## src/rtl/cstat_pkg.sv

```systemverilog
package cstat_pkg;
   localparam int STAT_W  = 8;
   localparam int N_CH    = 2;
   localparam int B_RDY_M = 7;
   localparam int B_RDY_A = 6;
   localparam int B_CAL   = 5;
   localparam int B_NOREF = 4;
   localparam int B_ERR_M = 3;
   localparam int B_ERR_A = 2;
   localparam int B_RSVD  = 1;
   localparam int B_LOCK  = 0;
endpackage

```

## src/rtl/cstat_flag.sv

```systemverilog
module cstat_flag (
   input  logic clk,
   input  logic rst_n,
   input  logic set_i,
   input  logic clr_i,
   output logic q_o
);
   always_ff @(posedge clk or negedge rst_n) begin
      if (!rst_n)     q_o <= 1'b0;
      else if (set_i) q_o <= 1'b1;
      else if (clr_i) q_o <= 1'b0;
   end

   // set has priority
   a_r3_set_wins: assert property (@(posedge clk) disable iff (!rst_n)
      set_i |=> q_o);
   // clear alone drops the flag
   a_r4_clear_only: assert property (@(posedge clk) disable iff (!rst_n)
      (clr_i && !set_i) |=> !q_o);
   // no event holds the flag
   a_r5_hold: assert property (@(posedge clk) disable iff (!rst_n)
      (!set_i && !clr_i) |=> $stable(q_o));
endmodule

```

## src/rtl/cstat_serializer.sv

```systemverilog
module cstat_serializer #(
   parameter int W = 8
) (
   input  logic         clk,
   input  logic         rst_n,
   input  logic         load_i,
   input  logic [W-1:0] data_i,
   output logic         bit_o,
   output logic         busy_o
);
   localparam int CW = $clog2(W + 1);

   if (W < 2) begin : g_bad_w
      $error("cstat_serializer: W must be at least 2");
   end

   logic [W-1:0]  sh_q;
   logic [CW-1:0] cnt_q;
   logic          take;

   assign take = load_i && (cnt_q <= CW'(1));

   always_ff @(posedge clk or negedge rst_n) begin
      if (!rst_n) begin
         sh_q  <= '0;
         cnt_q <= '0;
      end else if (take) begin
         sh_q  <= data_i;
         cnt_q <= CW'(W);
      end else if (cnt_q != '0) begin
         sh_q  <= {sh_q[W-2:0], 1'b0};
         cnt_q <= cnt_q - CW'(1);
      end
   end

   assign bit_o  = sh_q[W-1];
   assign busy_o = (cnt_q != '0);

   // first bit after a start is the captured MSB
   a_r10_msb_first: assert property (@(posedge clk) disable iff (!rst_n)
      take |=> (bit_o == $past(data_i[W-1])));
   a_r10_busy_after_start: assert property (@(posedge clk) disable iff (!rst_n)
      take |=> busy_o);
endmodule

```

## src/rtl/conv_status_reg.sv

```systemverilog
module conv_status_reg
   import cstat_pkg::*;
#(
   parameter int ADDR_W      = 4,
   parameter int STAT_ADDR   = 0,
   parameter int LOCK_STAGES = 2
) (
   input  logic              clk,
   input  logic              rst_n,
   input  logic [ADDR_W-1:0] reg_addr,
   output logic [7:0]        rd_data,
   input  logic              ser_start,
   output logic              ser_out,
   output logic              ser_busy,
   input  logic [1:0]        res_wr,
   input  logic [1:0]        cal_done,
   input  logic [1:0]        clamp,
   input  logic [1:0]        cal_fault,
   input  logic [1:0]        upd_pend,
   input  logic [1:0]        data_rd,
   input  logic              mode_wr,
   input  logic              main_en,
   input  logic              ref_fault,
   input  logic              pll_lock,
   output logic              main_force_ones
);
   localparam logic [ADDR_W-1:0] SEL = ADDR_W'(STAT_ADDR);

   if (ADDR_W < 1 || STAT_ADDR < 0 || STAT_ADDR >= (1 << ADDR_W)) begin : g_bad_addr
      $error("conv_status_reg: STAT_ADDR does not fit ADDR_W");
   end
   if (LOCK_STAGES < 0 || LOCK_STAGES > 4) begin : g_bad_lock
      $error("conv_status_reg: LOCK_STAGES must be 0..4");
   end

   logic [N_CH-1:0]   rdy, err, clamp_eff;
   logic              cal_q, noref_q, lock_bit, selected;
   logic [STAT_W-1:0] stat;

   // reference-missing flag, gated by main channel enable
   always_ff @(posedge clk or negedge rst_n) begin
      if (!rst_n) noref_q <= 1'b0;
      else        noref_q <= main_en & ref_fault;
   end
   assign main_force_ones = noref_q;

   for (genvar c = 0; c < N_CH; c++) begin : g_ch
      assign clamp_eff[c] = clamp[c] | ((c == 0) ? noref_q : 1'b0);

      cstat_flag u_rdy (
         .clk   (clk),
         .rst_n (rst_n),
         .set_i (res_wr[c] | cal_done[c]),
         .clr_i (data_rd[c] | upd_pend[c] | mode_wr),
         .q_o   (rdy[c])
      );

      cstat_flag u_err (
         .clk   (clk),
         .rst_n (rst_n),
         .set_i ((res_wr[c] & clamp_eff[c]) | (cal_done[c] & cal_fault[c])),
         .clr_i (mode_wr),
         .q_o   (err[c])
      );
   end

   cstat_flag u_cal (
      .clk   (clk),
      .rst_n (rst_n),
      .set_i (|cal_done),
      .clr_i (mode_wr),
      .q_o   (cal_q)
   );

   if (LOCK_STAGES == 0) begin : g_lock_direct
      assign lock_bit = pll_lock;
   end else begin : g_lock_sync
      logic [LOCK_STAGES-1:0] pipe_q;
      always_ff @(posedge clk or negedge rst_n) begin
         if (!rst_n) pipe_q <= '0;
         else begin
            pipe_q[0] <= pll_lock;
            for (int s = 1; s < LOCK_STAGES; s++) pipe_q[s] <= pipe_q[s-1];
         end
      end
      assign lock_bit = pipe_q[LOCK_STAGES-1];
   end

   always_comb begin
      stat          = '0;
      stat[B_RDY_M] = rdy[0];
      stat[B_RDY_A] = rdy[1];
      stat[B_CAL]   = cal_q;
      stat[B_NOREF] = noref_q;
      stat[B_ERR_M] = err[0];
      stat[B_ERR_A] = err[1];
      stat[B_RSVD]  = 1'b0;
      stat[B_LOCK]  = lock_bit;
   end

   assign selected = (reg_addr == SEL);
   assign rd_data  = selected ? stat : '0;

   cstat_serializer #(.W(STAT_W)) u_ser (
      .clk    (clk),
      .rst_n  (rst_n),
      .load_i (ser_start & selected),
      .data_i (stat),
      .bit_o  (ser_out),
      .busy_o (ser_busy)
   );

   // calibration flag only rises together with a ready flag
   a_r6_cal_with_ready: assert property (@(posedge clk) disable iff (!rst_n)
      $rose(cal_q) |-> (rdy != '0));
   // reference fault with main enabled raises the flag next clock
   a_r7_noref_track: assert property (@(posedge clk) disable iff (!rst_n)
      (main_en && ref_fault) |=> main_force_ones);
   // main result written without reference is flagged as error
   a_r8_err_on_noref: assert property (@(posedge clk) disable iff (!rst_n)
      (res_wr[0] && main_force_ones) |=> err[0]);
   // mode write with no competing set clears the shared flags
   a_r5_mode_clear: assert property (@(posedge clk) disable iff (!rst_n)
      (mode_wr && res_wr == '0 && cal_done == '0) |=> (rdy == '0 && !cal_q && err == '0));
endmodule

```

## config.mk

```make
export PLATFORM = sky130hd
export DESIGN_NAME = conv_status_reg
export DESIGN_NICKNAME = d
export VERILOG_FILES = /design/src/rtl/cstat_pkg.sv /design/src/rtl/cstat_flag.sv /design/src/rtl/cstat_serializer.sv /design/src/rtl/conv_status_reg.sv
export SDC_FILE = /design/constraint.sdc
export NUM_CORES = 1
export LEC_CHECK = 0
export ABC_AREA = 1
export BUFFER_PORTS_ARGS = -buffer_cell sky130_fd_sc_hd__buf_2
export CORE_MARGIN = 3
export CORE_UTILIZATION = 28
export CTS_CLUSTER_SIZE = 16
export DETAILED_ROUTE_END_ITERATION = 8
export GPL_TIMING_DRIVEN = 0
export REMOVE_ABC_BUFFERS = 1
export SYNTH_ARGS = -nofsm -noshare
export SYNTH_HDL_FRONTEND = slang
export SYNTH_SLANG_ARGS = --single-unit
export TNS_END_PERCENT = 20
```

## constraint.sdc

```tcl
create_clock -name clk -period 1.5 [get_ports clk]
set_clock_uncertainty 0.15 [all_clocks]
set_input_delay 0.075 -clock clk [delete_from_list [all_inputs] [get_ports clk]]
set_output_delay 0.075 -clock clk [all_outputs]
set_load 0.05 [all_outputs]
```

; ---- After elaboration in Yosys (flattened, before gate mapping)
; Index checks and enable logic that the tools add are counted.
[word_totals]
ff_bits = 20
output_inout_bits = 11
[op_classes]
muxes = 13
bitwise = 15
reduce_logical = 10
add_sub_neg = 1
n_lt_le_gt_ge = 1
[ops]
columns = operator, count
row1 = $mux W8, 3
row2 = $reduce_bool A2 Y1, 6
row3 = $or A1 B1 Y1, 9
row4 = $mux W1, 8
row5 = $mux W4, 2
row6 = $and A1 B1 Y1, 6
row7 = $le A4 B1 Y1 const B, 1
row8 = $logic_not A4 Y1, 1
row9 = $reduce_bool A4 Y1, 1
row10 = $sub A4 B1 Y4 const B, 1
row11 = $reduce_or A2 Y1, 1
row12 = $logic_and A1 B1 Y1, 1

; ---- Depth between registers and ports, before layout
[logic_depth]
depth_word = 4
ltp_mapped = 8

; ---- Cells and area by module
; A second synthesis with hierarchy kept.
[hier_totals]
hier_cells = 139
hier_area_um2 = 1121.1
[by_module_without_submodules]
columns = module, cells_per_inst, area_per_inst_um2, instances
row1 = cstat_serializer, 74, 691.9, 1
row2 = conv_status_reg, 40, 229.0, 1
row3 = cstat_flag, 5, 40.0, 5

; ---- Worst setup path before layout
; OpenSTA, ideal clock, no wires.
[synth_path]
path_type = flip-flop to output port
start = register noref_q, in the netlist main_force_ones
end = output rd_data[4]
arrival_time_ns = 1.385
stages_incl_launch_ff = 3
path_slack_ns = -0.110
required_ns = 1.275
path_cell_list = dfrtp_1 inv_1 nor2_1
[synth_between]
elab_chain_len = 1
[synth_lines]
columns = item, line
row1 = from (decl), conv_status_reg.sv:37  ; logic cal_q, noref_q, lock_bit, selected;
row2 = from (signal assigned), conv_status_reg.sv:43  ; else noref_q <= main_en & ref_fault;
row3 = $mux W8, conv_status_reg.sv:102  ; assign rd_data = selected ? stat : '0;
row4 = to (decl), conv_status_reg.sv:11  ; output logic [7:0] rd_data,
; No other way between the ends.

; ---- Final worst setup path
[layout_path]
start = input cal_done[1]
end = register g_ch[1].u_rdy.q_o
[layout_between]
elab_chain_len = 2
[layout_lines]
columns = item, line
row1 = from (decl), conv_status_reg.sv:16  ; input logic [1:0] cal_done,
row2 = $or A1 B1 Y1 (*), conv_status_reg.sv:53  ; .set_i (res_wr[c] | cal_done[c]),
row3 = $mux W1 or $reduce_bool A2 Y1 (tied branches), --
row4 = to (signal assigned), cstat_flag.sv:9  ; if (!rst_n) q_o <= 1'b0;
row5 = to (signal assigned), cstat_flag.sv:10  ; else if (set_i) q_o <= 1'b1;
row6 = to (signal assigned), cstat_flag.sv:11  ; else if (clr_i) q_o <= 1'b0;
row7 = to (decl), cstat_flag.sv:6  ; output logic q_o
; Every way passes the cells marked *; elsewhere a longest branch is shown, timed or not.
; A chain may end at the register's enable or synchronous reset.

==> results.tsv <==
stage	metric	value	unit
setup_path	cp.required	1500	ps
yosys	syn-mean-instance-area	8.32	sq um
clock_tree	clock_latency	260	ps
floorplan	core	3490	sq um
yosys	ys_seq_elements	20	
detailed_routing	via_per_inst	4.37	
clock_tree	cts-htree-levels	1	
yosys	ys.warnings.count	0	
timing	post-route-period-util	98.0	%
final_layout	final_cells	226	
power	p_seq_share	34.3	%
yosys	synth_cell_types	21	
floorplan	die_area	4580	sq um
timing	setup_violations	0	
run	cap_violations	0	
clock_tree	cts.sinks	20	
setup_path	startpoint_type	input port	
final_layout	drive_gt1_share	27.8	%
setup_path	crit_path_top_delay_cell	dlygate4sd3_1	
final_layout	utilization	44.3	%
clock_tree	cts_tree	yes	
clock_tree	clock_tree.root_cell	clkbuf_8	
floorplan	start_util	30.5	%
setup_path	cp_top_family	buffers and inverters	
power	power.static_leakage	0.815	nW
setup_path	crit_type	in -> reg	
final_layout	diodes	0	
power	peakVddDrop	0.481	mV
timing	grt_setup_unrepaired	true	
final_layout	design_area	1550	sq um
placement	dpl.hpwl	1610	um
setup_path	path_cells	dlygate4sd3_1, buf_2, nor2_1, o31ai_1, dlygate4sd3_1	
yosys	seq_area_frac_synth	47.0	%
floorplan	die_h	67.7	um
clock_tree	cts_inserted_buffers	3	
floorplan	rows	21	
placement	dpl-instance-area	1260	sq um
floorplan	dieWidth	67.7	um
placement	port_buffers	32	
setup_path	end_kind	register	
power	p_sw_share	36.9	%
yosys	yosys.area.top_type	dfrtp_1	
timing	slew_viol_final	0	
final_layout	area_delta_synth_final	45.4	%
floorplan	pin_count	34	
clock_tree	cts_buffer_depth	2	
yosys	syn_area	1060	sq um
global_routing	grt_pass1_wl	4050	um
yosys	synth_area_leaders	dfrtp_1, nand3_1, nor2_1	
clock_tree	path_clk_slew	80	ps
global_routing	grt_max_degree	21	
setup_path	cpMostUsedCell	dlygate4sd3_1	
final_layout	layout.nets	206	
global_routing	grt_use_total	11.8	%
detailed_routing	vias	987	
timing	max_freq	681	MHz
setup_path	arrival	1470	ps
global_routing	antenna_found_initial	0	
power	power_frac_clock	26.2	%
hold_path	hp-class	in -> reg	
timing	hold_viol	0	
yosys	syn_inst	128	
timing	fin_crit	1470	ps
setup_path	path_buf_inv	3	
placement	placedCellCount	204	
global_routing	overflow	0	
timing	hold-worst-slack	65.0	ps
global_routing	grt_pass1_vias	979	
setup_path	cpPeakStageDelay	550	ps
clock_tree	cts_setup_buffers	0	
power	total_power	2.06	mW
power	powerDensity	1330	nW/um^2
power	pwr-share-comb	39.6	%
power	internal_power	1.30	mW
yosys	synth_top_area_share	47.0	%
setup_path	crit_path_max_fanout	3	
placement	gp_congestion	0.756	
detailed_routing	routed_wl	2330	um
detailed_routing	drtIter0Drc	23	
detailed_routing	firstDrtPassIters	4	
detailed_routing	route.antenna.remaining_nets	0	
detailed_routing	remaining_drc_errors	0	
outcome	run_status	finished, final reports clean	
power	switchingPower	0.761	mW
detailed_routing	wire_per_inst	10.3	um
[synthesized netlist by cell type (all sizes together)]
| library cell | instances |
|---|---|
| o211ai | 2 |
| nand4 | 2 |
| nand2 | 19 |
| ha | 2 |
| xor2 | 1 |
| o31ai | 3 |
| o21ai | 4 |
| a21oi | 1 |
| nor2 | 25 |
| buf | 2 |
| nand3 | 22 |
| conb | 1 |
| dfrtp | 20 |
| inv | 23 |
| o21a | 1 |
[flip-flops by register name, indices dropped and copies added (netlist names)]
| name | flops |
|---|---|
| g_ch.u_err.q_o | 2 |
| g_ch.u_rdy.q_o | 2 |
| g_lock_sync.pipe_q | 2 |
| main_force_ones | 1 |
| u_cal.q_o | 1 |
| u_ser.cnt_q | 4 |
| u_ser.sh_q | 8 |
[placed cells by master (no fill, tap or decap)]
cell,count
buf_2,31
nor2_1,22
nand3_1,22
inv_1,20
dfrtp_1,20
dlygate4sd3_1,17
nand2_1,14
o21ai_0,3
nand2_4,3
o31ai_1,3
clkbuf_8,3
inv_2,2
nor2_4,2
nand4_1,2
o211ai_1,2
nand2_2,1
nand2_8,1
inv_6,1
o21a_1,1
xor2_1,1
nor2_2,1
a21oi_2,1
o21ai_2,1
ha_4,1
ha_1,1
conb_1,1
bufinv_16,1
dlymetal6s4s_1,1
buf_8,1
[tightest hold or removal path, stage by stage]
cell and delay, ps:
buf_2 110, nor2_2 40, o31ai_1 50, dlymetal6s4s_1 170
[cell families after synthesis]
group,after synthesis,share of synthesized area (%)
AOI/OAI and AO/OA,11,7.29
xor gates and xnor gates,1,0.823
other,1,0.352
and+or+nand+nor,68,31.5
adders and majority gates,2,2.35
DFF,20,47.0
buffers and inverters,25,10.7
[metrics by stage]
stage / setup slack (ps) / setup TNS, ps
3_5_place_dp: -60.4 / -407
5_1_grt: -16.6 / -41.3
6_report: 30.5 / 0
3_3_place_gp: -61.4 / -468
4_1_cts: 18.0 / 0
2_1_floorplan: -110 / -245
[area by class of cell]
cell class                 instances  area (sq um)
tap                               46          57.6
multi-input combinational         83           474
clock inverter                     1          30.0
clock buffer                       3          41.3
sequential                        20           500
fill                             350          1950
inverter                          23          91.3
timing repair buffer              50           353
[routing by layer]
layer  vias to the layer above  track usage, %  wire, um  share of wire [%]
li1                        508               -         -                  -
met2                        33            20.9      1160                 50
met4                         0            4.56        41                1.8
met5                         -               0         0                  0
met3                         5            3.00       144                6.2
met1                       441            13.4       992                 43
[path summary, 6_finish.rpt]
check / from / to / slack, ps / cells after the start
max: cal_done[1] / g_ch[1].u_rdy.q_o / 30 / 5
min: cal_done[0] / g_ch[0].u_rdy.q_o / 60 / 4
max reg2reg: u_ser.cnt_q[0] / u_ser.sh_q[2] / 80 / 7
min reg2reg: g_lock_sync.pipe_q[0] / g_lock_sync.pipe_q[1] / 210 / 0
max in group asynchronous: rst_n / g_lock_sync.pipe_q[0] / 750 / 2
min in group asynchronous: rst_n / u_ser.cnt_q[3] / 140 / 2
[power by group through the flow]
stage / clock network [mW] / registers, mW / logic [mW]
global placement: 0 / 0.711 / 0.683
CTS: 0.553 / 0.707 / 0.774
finish: 0.539 / 0.706 / 0.815
global route: 0.578 / 0.717 / 0.895
floorplan: 0 / 0.727 / 0.512
detailed placement: 0 / 0.713 / 0.681
[repair_timing]
item | in CTS | in global routing
hold endpoints to repair | 27 | 0
pin swaps | 0 | 2
gates resized for setup | 6 | 4
setup endpoints to repair | 10 | 9
hold buffers | 18 | 0
No activity file was read; power rests on OpenSTA's default activity.
